## src/rtl/be_lane_pkg.sv

```systemverilog
package be_lane_pkg;

  typedef enum logic [1:0] {
    SZ_BYTE = 2'b00,
    SZ_HALF = 2'b01,
    SZ_WORD = 2'b10,
    SZ_RSVD = 2'b11
  } acc_size_e;

endpackage

```

## src/rtl/lane_align_chk.sv

```systemverilog
module lane_align_chk
  import be_lane_pkg::*;
#(
  parameter int OFF_W = 2
) (
  input  logic [OFF_W-1:0] off,
  input  acc_size_e        size,
  output logic             fault
);

  always_comb begin
    unique case (size)
      SZ_BYTE: fault = 1'b0;
      SZ_HALF: fault = off[0];
      SZ_WORD: fault = |off;
      default: fault = 1'b1;
    endcase
  end

endmodule

```

## src/rtl/lane_load_extract.sv

```systemverilog
module lane_load_extract
  import be_lane_pkg::*;
#(
  parameter int DATA_W = 32,
  parameter int BYTE_W = 8,
  parameter int OFF_W  = 2
) (
  input  logic [DATA_W-1:0] rd_word,
  input  logic [OFF_W-1:0]  off,
  input  acc_size_e         size,
  input  logic              fault,
  output logic [DATA_W-1:0] ld_result
);

  localparam int LANES  = DATA_W / BYTE_W;
  localparam int HALF_W = 2 * BYTE_W;
  localparam int HALVES = LANES / 2;

  logic [BYTE_W-1:0] byte_pick;
  logic [HALF_W-1:0] half_pick;

  // lane i (bit position) holds address offset LANES-1-i
  always_comb begin
    byte_pick = '0;
    for (int i = 0; i < LANES; i++) begin
      if (int'(off) == LANES - 1 - i) begin
        byte_pick = rd_word[i*BYTE_W +: BYTE_W];
      end
    end
  end

  always_comb begin
    half_pick = '0;
    for (int j = 0; j < HALVES; j++) begin
      if (int'(off >> 1) == HALVES - 1 - j) begin
        half_pick = rd_word[j*HALF_W +: HALF_W];
      end
    end
  end

  always_comb begin
    ld_result = '0;
    if (!fault) begin
      unique case (size)
        SZ_BYTE: ld_result = {{(DATA_W-BYTE_W){1'b0}}, byte_pick};
        SZ_HALF: ld_result = {{(DATA_W-HALF_W){1'b0}}, half_pick};
        SZ_WORD: ld_result = rd_word;
        default: ld_result = '0;
      endcase
    end
  end

endmodule

```

## src/rtl/lane_store_steer.sv

```systemverilog
module lane_store_steer
  import be_lane_pkg::*;
#(
  parameter int DATA_W = 32,
  parameter int BYTE_W = 8,
  parameter int OFF_W  = 2
) (
  input  logic [DATA_W-1:0]        st_data,
  input  logic [OFF_W-1:0]         off,
  input  acc_size_e                size,
  input  logic                     wr_en,
  input  logic                     fault,
  output logic [DATA_W-1:0]        wr_word,
  output logic [DATA_W/BYTE_W-1:0] wr_be
);

  localparam int LANES  = DATA_W / BYTE_W;
  localparam int HALF_W = 2 * BYTE_W;
  localparam int HALVES = LANES / 2;

  logic [LANES-1:0] be_raw;

  always_comb begin
    unique case (size)
      SZ_BYTE: wr_word = {LANES{st_data[BYTE_W-1:0]}};
      SZ_HALF: wr_word = {HALVES{st_data[HALF_W-1:0]}};
      default: wr_word = st_data;
    endcase
  end

  generate
    for (genvar i = 0; i < LANES; i++) begin : g_lane_be
      always_comb begin
        unique case (size)
          SZ_BYTE: be_raw[i] = (int'(off) == LANES - 1 - i);
          SZ_HALF: be_raw[i] = (int'(off >> 1) == HALVES - 1 - i / 2);
          SZ_WORD: be_raw[i] = 1'b1;
          default: be_raw[i] = 1'b0;
        endcase
      end
    end
  endgenerate

  assign wr_be = (wr_en && !fault) ? be_raw : '0;

endmodule

```

## src/rtl/be_lane_unit.sv

```systemverilog
module be_lane_unit
  import be_lane_pkg::*;
#(
  parameter int ADDR_W = 32,
  parameter int DATA_W = 32,
  parameter int BYTE_W = 8
) (
  input  logic [ADDR_W-1:0]        addr,
  input  logic [1:0]               acc_size,
  input  logic                     wr_req,
  input  logic [DATA_W-1:0]        rd_word,
  input  logic [DATA_W-1:0]        st_data,
  output logic [DATA_W-1:0]        ld_result,
  output logic [DATA_W-1:0]        wr_word,
  output logic [DATA_W/BYTE_W-1:0] wr_be,
  output logic                     misalign
);

  localparam int LANES = DATA_W / BYTE_W;
  localparam int OFF_W = $clog2(LANES);

  logic [OFF_W-1:0] off;
  acc_size_e        size;
  logic             unused_addr_hi;

  assign off            = addr[OFF_W-1:0];
  assign size           = acc_size_e'(acc_size);
  assign unused_addr_hi = ^addr[ADDR_W-1:OFF_W];

  lane_align_chk #(.OFF_W(OFF_W)) i_align (
    .off   (off),
    .size  (size),
    .fault (misalign)
  );

  lane_load_extract #(.DATA_W(DATA_W), .BYTE_W(BYTE_W), .OFF_W(OFF_W)) i_load (
    .rd_word   (rd_word),
    .off       (off),
    .size      (size),
    .fault     (misalign),
    .ld_result (ld_result)
  );

  lane_store_steer #(.DATA_W(DATA_W), .BYTE_W(BYTE_W), .OFF_W(OFF_W)) i_store (
    .st_data (st_data),
    .off     (off),
    .size    (size),
    .wr_en   (wr_req),
    .fault   (misalign),
    .wr_word (wr_word),
    .wr_be   (wr_be)
  );

endmodule

```

## config.mk

```make
export PLATFORM = sky130hd
export DESIGN_NAME = be_lane_unit
export DESIGN_NICKNAME = d
export VERILOG_FILES = /design/src/rtl/be_lane_pkg.sv /design/src/rtl/lane_align_chk.sv /design/src/rtl/lane_load_extract.sv /design/src/rtl/lane_store_steer.sv /design/src/rtl/be_lane_unit.sv
export SDC_FILE = /design/constraint.sdc
export NUM_CORES = 1
export LEC_CHECK = 0
export BUFFER_PORTS_ARGS = -buffer_cell sky130_fd_sc_hd__buf_2
export CAP_MARGIN = 0
export CORE_MARGIN = 1.5
export CORE_UTILIZATION = 32
export DETAILED_ROUTE_END_ITERATION = 8
export PLACE_DENSITY = 0.83
export SYNTH_ARGS = -nofsm -noshare
export SYNTH_HDL_FRONTEND = slang
export SYNTH_SLANG_ARGS = --single-unit
```

## constraint.sdc

```tcl
create_clock -name vclk -period 0.97
set_input_delay 0.0485 -clock vclk [all_inputs]
set_output_delay 0.0485 -clock vclk [all_outputs]
set_load 0.02 [all_outputs]
```

Yosys cells after proc, flatten, opt, wreduce, memory -nomap -nowiden
Index checks and enable logic that the tools add are counted.
- flip-flop bits (word level): 0
- input bits: 99
- output and inout port bits: 69
- word-level logic and storage cells: 26
- equal/unequal tests: 5
- mux-type cells: 15
- reduce and logical (&&, ||, !) cells: 6
- operator list (kind ; number):
    32-bit case mux with 3 select lines ; 1
    32-bit case mux with 2 select lines ; 1
    32-bit logical NOT ; 1
    16-bit 2-to-1 mux ; 2
    32-bit 2-to-1 mux ; 1
    8-bit 2-to-1 mux ; 4
    1-bit case mux with 3 select lines ; 5
    2-bit == test, second input constant ; 3
    2-bit by 1-bit == test with 1-bit output, second input constant ; 2
    2-bit logical NOT ; 2
    4-bit 2-to-1 mux ; 1
    2-bit OR reduction ; 1
    1-bit logical AND ; 1
    1-bit logical NOT ; 1

Logic depth before layout (Yosys ltp)
- depth after elaboration: 7
- depth in mapped cells: 5
- depth with buffers taken out: 3

By module
From an unflattened synthesis, not the netlist that was laid out.
- cells, all modules: 185
- area total of the unflattened synthesis: 1267.5 µm²
- by module, submodules not included (module ; times used ; cells an instance ; area each (µm²) ; seq. area each (µm²)):
    lane_load_extract ; 1 ; 116 ; 752.0 ; 0.0
    lane_store_steer ; 1 ; 66 ; 501.7 ; 0.0
    lane_align_chk ; 1 ; 3 ; 13.8 ; 0.0

Worst setup path before layout
OpenSTA, ideal clock, no wires.
- path kind: input port to output port
- start: in acc_size[0]
- end: out wr_be[2]
- arrival: 1.133 ns
- required time: 0.922 ns
- setup slack: -0.212 ns
- cell stages on the path: 5
- path buffers: 2
- cell sequence: buf_6 -> buf_2 -> o21ai_0 -> o21ai_0 -> nor3b_1
- cells in the longest elaborated chain, start to end: 5
- elaborated cells on any way between the ends: 8
- those cells by class: eq/ne: 2; mux: 3; reduce/logical: 3
- RTL lines (what ; RTL line ; RTL):
    from (decl) ; be_lane_unit.sv:9 ; input logic [1:0] acc_size,
    2-bit == test (tied with other cells) ; lane_align_chk.sv:12, lane_store_steer.sv:34 ;
    1-bit case mux with 3 select lines ; lane_align_chk.sv:12 ; unique case (size)
    1-bit logical NOT ; lane_store_steer.sv:44 ; assign wr_be = (wr_en && !fault) ? be_raw : '0;
    1-bit logical AND ; lane_store_steer.sv:44 ;
    4-bit 2-to-1 mux (*) ; lane_store_steer.sv:44 ;
    to (decl) ; be_lane_unit.sv:15 ; output logic [DATA_W/BYTE_W-1:0] wr_be,
Mark *: on every way between the ends. The rest lies on a longest branch, timed or not.

Final worst setup path
- start: in addr[1]
- end: out ld_result[18]
- cells in the longest elaborated chain, start to end: 3
- RTL lines (what ; RTL line ; RTL):
    from (decl) ; be_lane_unit.sv:8 ; input logic [ADDR_W-1:0] addr,
    2-bit OR reduction ; lane_align_chk.sv:15 ; SZ_WORD: fault = |off;
    1-bit case mux with 3 select lines ; lane_align_chk.sv:12 ;
    32-bit 2-to-1 mux ; lane_load_extract.sv:43 ; if (!fault) begin
    to (decl) ; be_lane_unit.sv:13 ; output logic [DATA_W-1:0] ld_result,
No other way between the ends.

==> results.md <==
* Outcome: complete, but fails checks
* Failing checks: negative setup slack
* Layout cells sized above 1 at 78.8%
* Vias in the first global route at 2275
* PortBufs at 138
* Final WL at 8520 um
* F_max at 0.784 GHz
* # diodes at 0
* Global-route wire length before repair at 11300 um
* PD cells at 518 nW/um^2
* Synth warnings at 0
* RSZ-0062 raised after global routing: true
* Wire per inst at 20.8 um
* Fin crit period at 1.28 ns
* Area post-placement at 2440 um^2
* Die Area at 4790 um^2
* Post-Syn Area per Cell at 7.16 um^2
* FF+latch count at 0
* Detailed-route via count at 2446
* Via density per instance at 5.98
* Library cells used by synthesis at 29
* Setup Viol. Count Final at 47
* Kind of critical path: in -> out
* Final hold vios at 0
* Final slew viol count at 0
* Detailed Route Iter0 Violations at 329
* Max FO, Critical Path at 6
* Core area at 4120 um^2
* Hold WS at 0.367 ns
* Relative slew slack at 74.6%
* Synth top cells by count: and2_1 (24), mux2_2 (24), o21ai_0 (24)
* Clock buf count at 0
* Router iterations before antenna repair at 5
* Sequential cell area at 0 um^2
* Max Cap Violations at 0
* Fillers at 225
* Pre-CTS setup slack at -0.297 ns
* Pleak at 1.58 nW
* Synthesized area at 1400 um^2
* Cells after synthesis at 196
* Post-DP HPWL at 4540 um
* Mapped Nets at 295
* Initial core utilization at 34.1%
* Residual DRC count at 0
* Placer congestion estimate at 0.897
* Top cells by area, synth: mux2_2 (19%), and2_1 (11%), o21ai_0 (8.6%)
* Worst endpoint required time at 0.92 ns
* Worst-margin pin slew at 0.380 ns
* Final Cycle Share at 131%
* Maximum number of pins on one net before global-route repair at 16
* Seq/Total Area, Yosys at 0%
* HP Class: in -> out
* Final net count at 460
* Die X at 69.2 um
* Top-area cell type share of the netlist area at 19.3%
* VDD IR max at 0.000298 V
* Area grow syn2layout at 138%
* Io pins at 168
* CP Capture Type: output port
* Worst Path Arrival at 1.23 ns
* Grt ovf at 0
* Std-Cell Rows at 23
* GRT Total Usage at 28.3%
* Post-route design area at 3340 um^2
* Setup ws final at -0.305 ns
* Hold buffers post-CTS at 0
* Post-route ant nets at 0
* Initial antenna violation count at 0
* Die height at 69.2 um
* Largest area contributor in the netlist: mux2_2
* Setup TNS at -7.73 ns
* Core Util, Final at 81.1%
* Startpoint types: input pin
==> power breakdown <==
part / switching (mW) / internal, mW / total [mW] / leakage [nW]
clock: 0 / 0 / 0 / 0
combinational: 0.857 / 0.872 / 1.73 / 1.58
sequential: 0 / 0 / 0 / 0
total: 0.857 / 0.872 / 1.73 / 1.58
==> metal layers <==
| layer | vias up | track usage (%) | part of all wire [%] |
|---|---|---|---|
| li1 | 1044 | - | - |
| met1 | 1173 | 32.0 | 36 |
| met2 | 183 | 54.5 | 53 |
| met3 | 46 | 3.78 | 6.6 |
| met4 | 0 | 8.06 | 5.0 |
| met5 | - | 0 | 0 |
==> cell families after synthesis <==
group / count (synthesis) / share of synthesized area [%]
and+or+nand+nor: 69 / 31.3
AOI/OAI and AO/OA: 65 / 29.8
muxes: 32 / 25.0
buffers and inverters: 29 / 13.4
xor gates and xnor gates: 1 / 0.624
==> worst paths after layout <==
path	to	from	cells after the start
worst max-delay path	ld_result[18]	addr[1]	6
worst min-delay path	wr_word[0]	st_data[0]	2
==> area by class of cell <==
| cell class | count | area (um^2) | area share, % |
|---|---|---|---|
| Multi-Input combinational cell | 167 | 1640 | 49.1 |
| Tap cell | 50 | 62.6 | 1.87 |
| Timing Repair Buffer | 192 | 1640 | 49.0 |
==> worst max-delay path, cell delays in order <==
cell and delay [ns]:
buf_12 0.12, buf_12 0.13, nor4b_4 0.40, buf_2 0.23, and2_1 0.16, buf_4 0.14
==> metrics by stage <==
stage	cells	power [mW]
after floorplan	196	0.767
after global placement	388	1.19
after detailed placement	388	1.21
after CTS	400	1.52
after global routing	409	1.79
final	409	1.73
==> cell usage in the layout, fill, tap and decap left out, types with 4 or more instances in the layout <==
cell type / n
buf_6: 39
o21ai_2: 10
and2_1: 10
o21ai_1: 13
o2111ai_1: 4
buf_2: 84
mux2i_1: 7
mux2_4: 9
mux2_2: 15
a31oi_4: 8
nor3b_2: 6
buf_4: 50
and2_4: 14
a21o_1: 13
nor2_1: 7
nand2_1: 10
a22oi_2: 5
buf_8: 5
buf_12: 9
==> repair_timing <==
item,4_1_cts,5_1_grt
buffers inserted,8,7
setup endpoints to repair,61,54
endpoints found under the hold margin,0,0
gates resized for setup,151,39
cloned,4,2
pin swaps,23,13
(Power assumes the default switching activity.)
